==> src/rtl/alu_pkg.sv <==
package alu_pkg;
    localparam int OPW = 6;

    typedef enum logic [OPW-1:0] {
        OP_OR    = 6'd1,
        OP_AND   = 6'd2,
        OP_XOR   = 6'd3,
        OP_ADD   = 6'd4,
        OP_SUB   = 6'd5,
        OP_MULLO = 6'd6,
        OP_MULHS = 6'd7,
        OP_MULHU = 6'd8,
        OP_SRA   = 6'd9,
        OP_SRL   = 6'd10,
        OP_SLL   = 6'd11,
        OP_CLZ   = 6'd12,
        OP_CTZ   = 6'd13,
        OP_EQ    = 6'd14,
        OP_NE    = 6'd15,
        OP_GTS   = 6'd16,
        OP_GES   = 6'd17,
        OP_LTS   = 6'd18,
        OP_LES   = 6'd19,
        OP_GTU   = 6'd20,
        OP_GEU   = 6'd21,
        OP_LTU   = 6'd22,
        OP_LEU   = 6'd23,
        OP_MOV   = 6'd32,
        OP_SX8   = 6'd43,
        OP_SX16  = 6'd44
    } alu_op_e;
endpackage

==> src/rtl/alu_logic_unit.sv <==
module alu_logic_unit
    import alu_pkg::*;
#(
    parameter int W = 32
) (
    input  logic [OPW-1:0] op,
    input  logic [W-1:0]   a,
    input  logic [W-1:0]   b,
    output logic [W-1:0]   res
);
    localparam int SW = $clog2(W);

    logic [SW-1:0] shamt;
    assign shamt = b[SW-1:0];

    always_comb begin
        res = '0;
        case (op)
            OP_OR:   res = a | b;
            OP_AND:  res = a & b;
            OP_XOR:  res = a ^ b;
            OP_ADD:  res = a + b;
            OP_SUB:  res = a - b;
            OP_SRA:  res = W'($signed(a) >>> shamt);
            OP_SRL:  res = a >> shamt;
            OP_SLL:  res = a << shamt;
            OP_MOV:  res = a;
            OP_SX8:  res = {{(W-8){a[7]}}, a[7:0]};
            OP_SX16: res = {{(W-16){a[15]}}, a[15:0]};
            default: res = '0;
        endcase
    end
endmodule

==> src/rtl/alu_mul_unit.sv <==
module alu_mul_unit
    import alu_pkg::*;
#(
    parameter int W = 32
) (
    input  logic [OPW-1:0] op,
    input  logic [W-1:0]   a,
    input  logic [W-1:0]   b,
    output logic [W-1:0]   res
);
    localparam int PW = 2 * W;

    logic signed [PW-1:0] prod_s;
    logic        [PW-1:0] prod_u;

    assign prod_s = PW'($signed(a)) * PW'($signed(b));
    assign prod_u = {{W{1'b0}}, a} * {{W{1'b0}}, b};

    always_comb begin
        case (op)
            OP_MULHS: res = prod_s[PW-1:W];
            OP_MULHU: res = prod_u[PW-1:W];
            default:  res = prod_u[W-1:0];
        endcase
    end
endmodule

==> src/rtl/alu_bitcount_unit.sv <==
module alu_bitcount_unit #(
    parameter int W  = 32,
    parameter int CW = $clog2(W) + 1
) (
    input  logic [W-1:0]  a,
    output logic [CW-1:0] lead,
    output logic [CW-1:0] trail
);
    always_comb begin
        lead = CW'(W);
        for (int i = 0; i < W; i++) begin
            if (a[i]) lead = CW'(W - 1 - i);
        end
    end

    always_comb begin
        trail = CW'(W);
        for (int i = W - 1; i >= 0; i--) begin
            if (a[i]) trail = CW'(i);
        end
    end
endmodule

==> src/rtl/alu_compare_unit.sv <==
module alu_compare_unit
    import alu_pkg::*;
#(
    parameter int W = 32
) (
    input  logic [OPW-1:0] op,
    input  logic [W-1:0]   a,
    input  logic [W-1:0]   b,
    output logic           hit
);
    logic eq, lts, ltu;

    assign eq  = (a == b);
    assign lts = ($signed(a) < $signed(b));
    assign ltu = (a < b);

    always_comb begin
        case (op)
            OP_EQ:   hit = eq;
            OP_NE:   hit = !eq;
            OP_GTS:  hit = !lts && !eq;
            OP_GES:  hit = !lts;
            OP_LTS:  hit = lts;
            OP_LES:  hit = lts || eq;
            OP_GTU:  hit = !ltu && !eq;
            OP_GEU:  hit = !ltu;
            OP_LTU:  hit = ltu;
            OP_LEU:  hit = ltu || eq;
            default: hit = 1'b0;
        endcase
    end
endmodule

==> src/rtl/int_exec_unit.sv <==
module int_exec_unit
    import alu_pkg::*;
#(
    parameter int W = 32
) (
    input  logic           clk,
    input  logic           rst,
    input  logic           in_valid,
    input  logic [OPW-1:0] opcode,
    input  logic [W-1:0]   op_a,
    input  logic [W-1:0]   op_b,
    output logic [W-1:0]   result,
    output logic           result_valid,
    output logic           illegal_op
);
    localparam int CW = $clog2(W) + 1;

    logic [W-1:0]  lg_res;
    logic [W-1:0]  mul_res;
    logic [CW-1:0] lead_cnt;
    logic [CW-1:0] trail_cnt;
    logic          cmp_hit;
    logic [W-1:0]  next_res;
    logic          next_ill;

    alu_logic_unit #(.W(W)) u_logic (
        .op(opcode), .a(op_a), .b(op_b), .res(lg_res)
    );

    alu_mul_unit #(.W(W)) u_mul (
        .op(opcode), .a(op_a), .b(op_b), .res(mul_res)
    );

    alu_bitcount_unit #(.W(W), .CW(CW)) u_count (
        .a(op_a), .lead(lead_cnt), .trail(trail_cnt)
    );

    alu_compare_unit #(.W(W)) u_cmp (
        .op(opcode), .a(op_a), .b(op_b), .hit(cmp_hit)
    );

    always_comb begin
        next_res = '0;
        next_ill = 1'b0;
        case (opcode)
            OP_OR, OP_AND, OP_XOR, OP_ADD, OP_SUB,
            OP_SRA, OP_SRL, OP_SLL, OP_MOV, OP_SX8, OP_SX16:
                next_res = lg_res;
            OP_MULLO, OP_MULHS, OP_MULHU:
                next_res = mul_res;
            OP_CLZ:
                next_res = W'(lead_cnt);
            OP_CTZ:
                next_res = W'(trail_cnt);
            OP_EQ, OP_NE, OP_GTS, OP_GES, OP_LTS, OP_LES,
            OP_GTU, OP_GEU, OP_LTU, OP_LEU:
                next_res = W'(cmp_hit);
            default:
                next_ill = 1'b1;
        endcase
    end

    always_ff @(posedge clk) begin
        if (rst) begin
            result_valid <= 1'b0;
            result       <= '0;
            illegal_op   <= 1'b0;
        end else begin
            result_valid <= in_valid;
            if (in_valid) begin
                result     <= next_res;
                illegal_op <= next_ill;
            end
        end
    end

    p_valid_follows_r10: assert property (@(posedge clk) disable iff (rst)
        in_valid |=> result_valid);

    p_idle_hold_r10: assert property (@(posedge clk) disable iff (rst)
        !in_valid |=> (!result_valid && $stable(result) && $stable(illegal_op)));

    p_illegal_zero_r9: assert property (@(posedge clk) disable iff (rst)
        illegal_op |-> (result == '0));

    // Covers the signed compares and the unsigned ones.
    p_cmp_bool_r6: assert property (@(posedge clk) disable iff (rst)
        (result_valid && ($past(opcode) >= 6'd14) && ($past(opcode) <= 6'd23))
            |-> (result[W-1:1] == '0));

    p_count_bound_r5: assert property (@(posedge clk) disable iff (rst)
        (result_valid && (($past(opcode) == 6'd12) || ($past(opcode) == 6'd13)))
            |-> (result <= W));

    p_reset_clear_r11: assert property (@(posedge clk) disable iff (rst)
        $past(rst) |-> (!result_valid && !illegal_op && (result == '0)));
endmodule

==> config.mk <==
export PLATFORM = sky130hd
export DESIGN_NAME = int_exec_unit
export DESIGN_NICKNAME = d
export VERILOG_FILES = /design/src/rtl/alu_pkg.sv /design/src/rtl/alu_logic_unit.sv /design/src/rtl/alu_mul_unit.sv /design/src/rtl/alu_bitcount_unit.sv /design/src/rtl/alu_compare_unit.sv /design/src/rtl/int_exec_unit.sv
export SDC_FILE = /design/constraint.sdc
export NUM_CORES = 2
export LEC_CHECK = 0
export BUFFER_PORTS_ARGS = -buffer_cell sky130_fd_sc_hd__clkbuf_2
export CORE_MARGIN = 2
export CORE_UTILIZATION = 50
export CTS_CLUSTER_DIAMETER = 200
export DETAILED_ROUTE_END_ITERATION = 7
export GPL_TIMING_DRIVEN = 0
export HOLD_SLACK_MARGIN = 0.05
export PLACE_DENSITY = 0.66
export SKIP_CTS_REPAIR_TIMING = 1
export SYNTH_ARGS = -nofsm -noshare
export SYNTH_HDL_FRONTEND = slang
export SYNTH_SLANG_ARGS = --single-unit
export TNS_END_PERCENT = 5
==> constraint.sdc <==
create_clock -name clk -period 12.13 [get_ports clk]
set_clock_uncertainty 0.15 [all_clocks]
set_input_delay 1.213 -clock clk [delete_from_list [all_inputs] [get_ports clk]]
set_output_delay 1.213 -clock clk [all_outputs]
set_load 0.005 [all_outputs]
; After elaboration in Yosys (flattened, before gate mapping)
; Index checks and enable logic that the tools add are counted.
[classes]
div = 0
add_sub_neg = 2
n_lt_le_gt_ge = 2
muxes = 69
bitwise_logic = 3
eq_ne = 27
reduce_logical = 11
n_mul = 2
n_shift = 3
[ops]
columns = cell, count
row1 = 6-bit 2-to-1 mux, 64
row2 = 32-bit one-hot mux with 11 select lines, 1
row3 = 32-bit one-hot mux with 5 select lines, 1
row4 = 32-bit by 32-bit multiplier with 64-bit output, 2
row5 = 32-bit < comparator, 2
row6 = 32-bit one-hot mux with 2 select lines, 1
row7 = 6-bit by 4-bit equality test with 1-bit output (second input constant), 8
row8 = 6-bit by 5-bit equality test with 1-bit output (second input constant), 8
row9 = 32-bit adder, 1
row10 = 32-bit AND, 1
row11 = 32-bit equality test, 1
row12 = 32-bit bitwise OR, 1
row13 = 32-bit by 5-bit << shifter with 32-bit output, 1
row14 = 32-bit by 5-bit >> shifter with 32-bit output, 1
row15 = 32-bit by 5-bit >>> shifter with 32-bit output, 1
row16 = 32-bit subtractor, 1
row17 = 32-bit XOR, 1
row18 = 26-bit OR reduction, 1
row19 = 6-bit by 3-bit equality test with 1-bit output (second input constant), 4
row20 = 6-bit equality test (second input constant), 3
row21 = 6-bit by 2-bit equality test with 1-bit output (second input constant), 2
row22 = 11-bit OR reduction, 1
row23 = 1-bit one-hot mux with 10 select lines, 1
row24 = 10-bit OR reduction, 1
row25 = other kinds (6), 10
[word_totals]
mem_bits_rw = 0
regBits = 34
n_memories = 0
output_inout_bits = 34
rom_bits = 0
inputBits = 73
wordCells = 122
latchBits = 0

; Longest topological paths before layout
[logic_depth]
ltp_word = 33
ltp_mapped = 35
depth_no_buf = 29

; Cells and area by module
; A second synthesis with hierarchy kept.
[hier_totals]
cells_unflattened = 7271
hier_area_um2 = 64000.1
[by_module_without_submodules]
columns = module, area_each_um2, n_inst, seq_area_each_um2, cells_each
row1 = alu_mul_unit, 51632.0, 1, 0.0, 5586
row2 = alu_logic_unit, 8154.1, 1, 0.0, 1112
row3 = int_exec_unit, 2690.1, 1, 680.7, 339
row4 = alu_compare_unit, 892.1, 1, 0.0, 124
row5 = alu_bitcount_unit, 631.9, 1, 0.0, 110

; Least setup slack after synthesis
; No wires, ideal clock.
[synth_path]
kind = input -> register
from = input op_a[31]
to = register result[28]
path_buffers = 4
arrival_time_ps = 9470
required_time_ps = 11848
setup_ps = 132
stages = 31
slack_ps = 2378
path_cell_list = clkbuf_1 > clkbuf_1 > buf_1 > nand2_1 > inv_1 > fa_1 > inv_1 > fa_1 > inv_1 > fa_1 > fa_1 > inv_1 > fa_1 > inv_1 > fa_1 > inv_1 > fa_1 > inv_1 > fa_1 > ha_1 > clkbuf_1 > a21o_1 > a21oi_1 > nor2b_1 > or4_1 > a221oi_1 > o21ai_0 > a221oi_1 > o221ai_1 > a221oi_1 > o21ai_0
[synth_between]
elab_chain_cells = 3
word_cells_on_any_way = 8
cone_classes = mul (2) / shift (3) / mux (3)
[synth_lines]
columns = element, line
row1 = from (decl), int_exec_unit.sv:10  ; input logic [W-1:0] op_a,
row2 = "32-bit by 32-bit multiplier with 64-bit output, or another cell as far along", alu_mul_unit.sv:17  ; assign prod_u = {{W{1'b0}}, a} * {{W{1'b0}}, b};
row3 = 32-bit one-hot mux with 2 select lines / 32-bit one-hot mux with 11 select lines (equally long branches), "alu_mul_unit.sv:20, alu_logic_unit.sv:18"
row4 = 32-bit one-hot mux with 5 select lines (*), int_exec_unit.sv:45  ; case (opcode)
row5 = to (signal assigned), int_exec_unit.sv:71  ; result <= next_res;
row6 = to (decl), int_exec_unit.sv:12  ; output logic [W-1:0] result,
; Every way passes the cells marked *; elsewhere a longest branch is shown, timed or not.
; A chain may end at the register's enable or synchronous reset.

; Worst setup path in the final report
[layout_path]
from = input op_a[29]
to = register result[14]
; Same word-level chain as after synthesis.

==> summary.md <==
| Metric | Value |
|---|---|
| PortBufs | 104 |
| Worst Slack Setup Final | -0.543 ns |
| Ys async rst share | 0% |
| CTS Buf Count | 5 |
| DR vias | 58.7k |
| Clk root buf | clkbuf_16 |
| Max Fclk | 78.9 MHz |
| CP Data Arrival Time | 12.70 ns |
| Routed len/inst | 37.1 µm |
| Max cap viols | 16 |
| Largest cells by area after synthesis | fa_1 48%, inv_1 10%, ha_1 9.9% |
| CORE AREA | 121000 µm² |
| Final period utilization | 104% |
| Hold Path Depth | 2 |
| RSZ-0062 raised after global routing | true |
| WHS Endpoint | result[28]$_SDFFE_PP0P_ |
| Leading register cell type out of synthesis | dfxtp_1 |
| HP Start | result[28]$_SDFFE_PP0P_ |
| Post-layout minimum cycle time | 12.67 ns |
| Fill count | 11.9k |
| Critical Path RT | 12.16 ns |
| GRT overflow | 0 |
| First-pass GRT wire length | 457 mm |
| Design Area, Final | 64100 µm² |
| Die width | 353 µm |
| Clock Latency Late Sink | 0.30 ns |
| Rel. slew slack | -14.3% |
| Max Buffers Root-to-Sink | 2 |
| Largest net degree at the start of global routing | 24 |
| Syn Nets | 9209 |
| Nets | 9319 |
| Total GRT Usage | 53.4% |
| Fin. max-slew vios | 172 |
| Detailed placement HPWL | 278 mm |
| Worst reg2reg path depth | 6 |
| FP Rows | 128 |
| Syn Area/Cell | 8.49 µm² |
| Area delta synth->final | 5.10% |
| Post-synthesis cell type with the largest combined area | fa_1 |
| FF-to-FF Start | result[14]$_SDFFE_PP0P_ |
| # DRC | 0 |
| Placed cell area | 63600 µm² |
| Antenna viol nets, final | 0 |
| H-tree levels | 2 |
| Util after Layout | 52.8% |
| CP Capture Type | register |
| Worst-path clk slew | 0.08 ns |
| Die Y | 353 µm |
| WS Path Type | in -> reg |
| Sequential fraction of the synthesis area | 1.12% |
| Drt first pass iters | 7 |
| Sink Count | 34 |
| Synth cell types | 91 |
| Slew @ Worst Pin | 1.72 ns |
| Hold Crit Class | reg -> reg |
| Share of layout cells above drive strength 1 | 4.02% |
| Final setup TNS | -4.01 ns |
| Commonest non-fill, non-tap cell in the layout | inv_1 |
| Final hold vios | 0 |
| R2r setup slk | 8.75 ns |
| Worst setup SP type | input port |
| Initial Util | 50.2% |
| DRT Wirelength | 333 mm |
| Final GP Congestion | 1.14 |
| Critical R2R Capture | result[14]$_SDFFE_PP0P_ |
| CTS tree | yes |
| Hold slack | 0.465 ns |
| FF+latch count, synth | 34 |
| Number of enable flip-flop cells after synthesis | 0 |
| IO Pins | 107 |
| Synth Cell Area | 61000 µm² |
| 1st-iter DRT viols | 8725 |
| Synth Warn # | 0 |
| Vias/cell | 6.55 |
| Initial antenna violation count | 46 |
| Post-synth top area share | 48.4% |
| Synth Instances | 7181 |
| Die ar. | 125000 µm² |
| Failing checks | capacitance limit, slew limit, setup timing |
| Status | finished, violations left |
| Crit-path max FO | 10 |
| Most frequent cells in the layout | 1682 x inv_1, 1471 x fa_1, 758 x nor2_1 |
| Vias in the first global route | 58.7k |
| # setup viols final | 17 |
==> sequential cells by signal, indices dropped and copies added, names as in the netlist <==
register / flops
illegal_op: 1
result: 32
result_valid: 1
==> layer usage <==
layer	routed length [µm]	GRT usage (%)	vias up
li1	-	-	22500
met4	36300	42.9	24
met5	850	1.81	-
met2	131000	74.2	5154
met3	51000	24.0	1588
met1	113000	63.6	29500
==> worst max path at each step <==
stage,slack (ns),end,cells past startpoint,from
floorplan,2.38,result[28]$_SDFFE_PP0P_,31,op_a[31]
global placement,-3.63,result[30]$_SDFFE_PP0P_,29,op_b[4]
detailed placement,-2.46,result[30]$_SDFFE_PP0P_,29,op_b[4]
CTS,-2.14,result[30]$_SDFFE_PP0P_,29,op_b[4]
global route,-0.17,result[30]$_SDFFE_PP0P_,29,op_b[2]
finish,-0.54,result[14]$_SDFFE_PP0P_,25,op_a[29]
==> worst max-delay path, cell delays in order <==
cell      delay [ns]
clkbuf_2        0.27
clkbuf_1        1.17
inv_1           0.81
clkbuf_1        0.85
nor2_1          0.57
fa_1            0.47
inv_1           0.09
fa_1            0.48
fa_1            0.50
fa_1            0.52
inv_1           0.06
fa_1            0.56
fa_1            0.44
fa_1            0.69
fa_1            0.47
ha_1            0.36
a21o_1          0.20
a21o_1          0.17
a21oi_1         0.70
o211ai_1        0.19
a21oi_1         0.87
xor2_1          0.39
o221ai_1        0.25
o21ai_0         0.27
nand2_1         0.07
==> synthesized netlist by cell type (16+ instances only) <==
cell / n
inv_1: 1683
fa_1: 1473
nor2_1: 759
nand2_1: 744
ha_1: 482
a21oi_1: 302
clkbuf_1: 249
o21ai_0: 221
buf_1: 101
a21o_1: 72
nand3_1: 66
mux2i_1: 65
nor3_1: 62
a211oi_1: 61
xnor2_1: 59
a31oi_1: 38
xor2_1: 37
a221oi_1: 35
o221ai_1: 35
dfxtp_1: 34
nand4_1: 33
o21bai_1: 32
nor2b_1: 30
o211ai_1: 28
clkinv_1: 27
a22oi_1: 26
nand2b_1: 26
mux4_2: 23
and3_1: 22
nor4_1: 22
o22ai_1: 22
and2_1: 19
o21a_1: 19
o2111ai_1: 18
buf_2: 17
mux2_2: 17
a2111oi_0: 16
==> metrics by stage <==
step / worst slack [ns] / instances
after floorplan: 2.38 / 7181
after global placement: -3.63 / 8910
after detailed placement: -2.46 / 8912
after CTS: -2.14 / 8920
after global routing: -0.168 / 8922
final: -0.543 / 8971
==> cell families (layout without fill, tap and decap cells) <==
group / after synthesis / in the layout / synth area share (%)
and+or+nand+nor: 1834 / 1834 / 12.5
DFF: 34 / 34 / 1.12
other: 0 / 54 / 0
adders and majority gates: 1955 / 1955 / 58.3
xor gates and xnor gates: 96 / 96 / 1.38
buffers and inverters: 2083 / 2194 / 12.9
muxes: 105 / 105 / 2.23
AOI/OAI and AO/OA: 1074 / 1074 / 11.7
==> final cells by class <==
class                           count  area [µm²]  share of cell area, %
Inverter                         1714        6460                   10.1
Antenna cell                       54         135                  0.211
Tap cell                         1625        2030                   3.17
Clock buffer                        7         133                  0.207
Multi-Input combinational cell   5064       52500                   81.9
Clock inverter                      1        30.0                 0.0469
Buffer                            363        1500                   2.34
Sequential cell                    34         681                   1.06
Timing Repair Buffer              109         597                  0.931
Power is not shown: default switching activity piles up to over one toggle a cycle in this logic, so the estimate is an artifact.
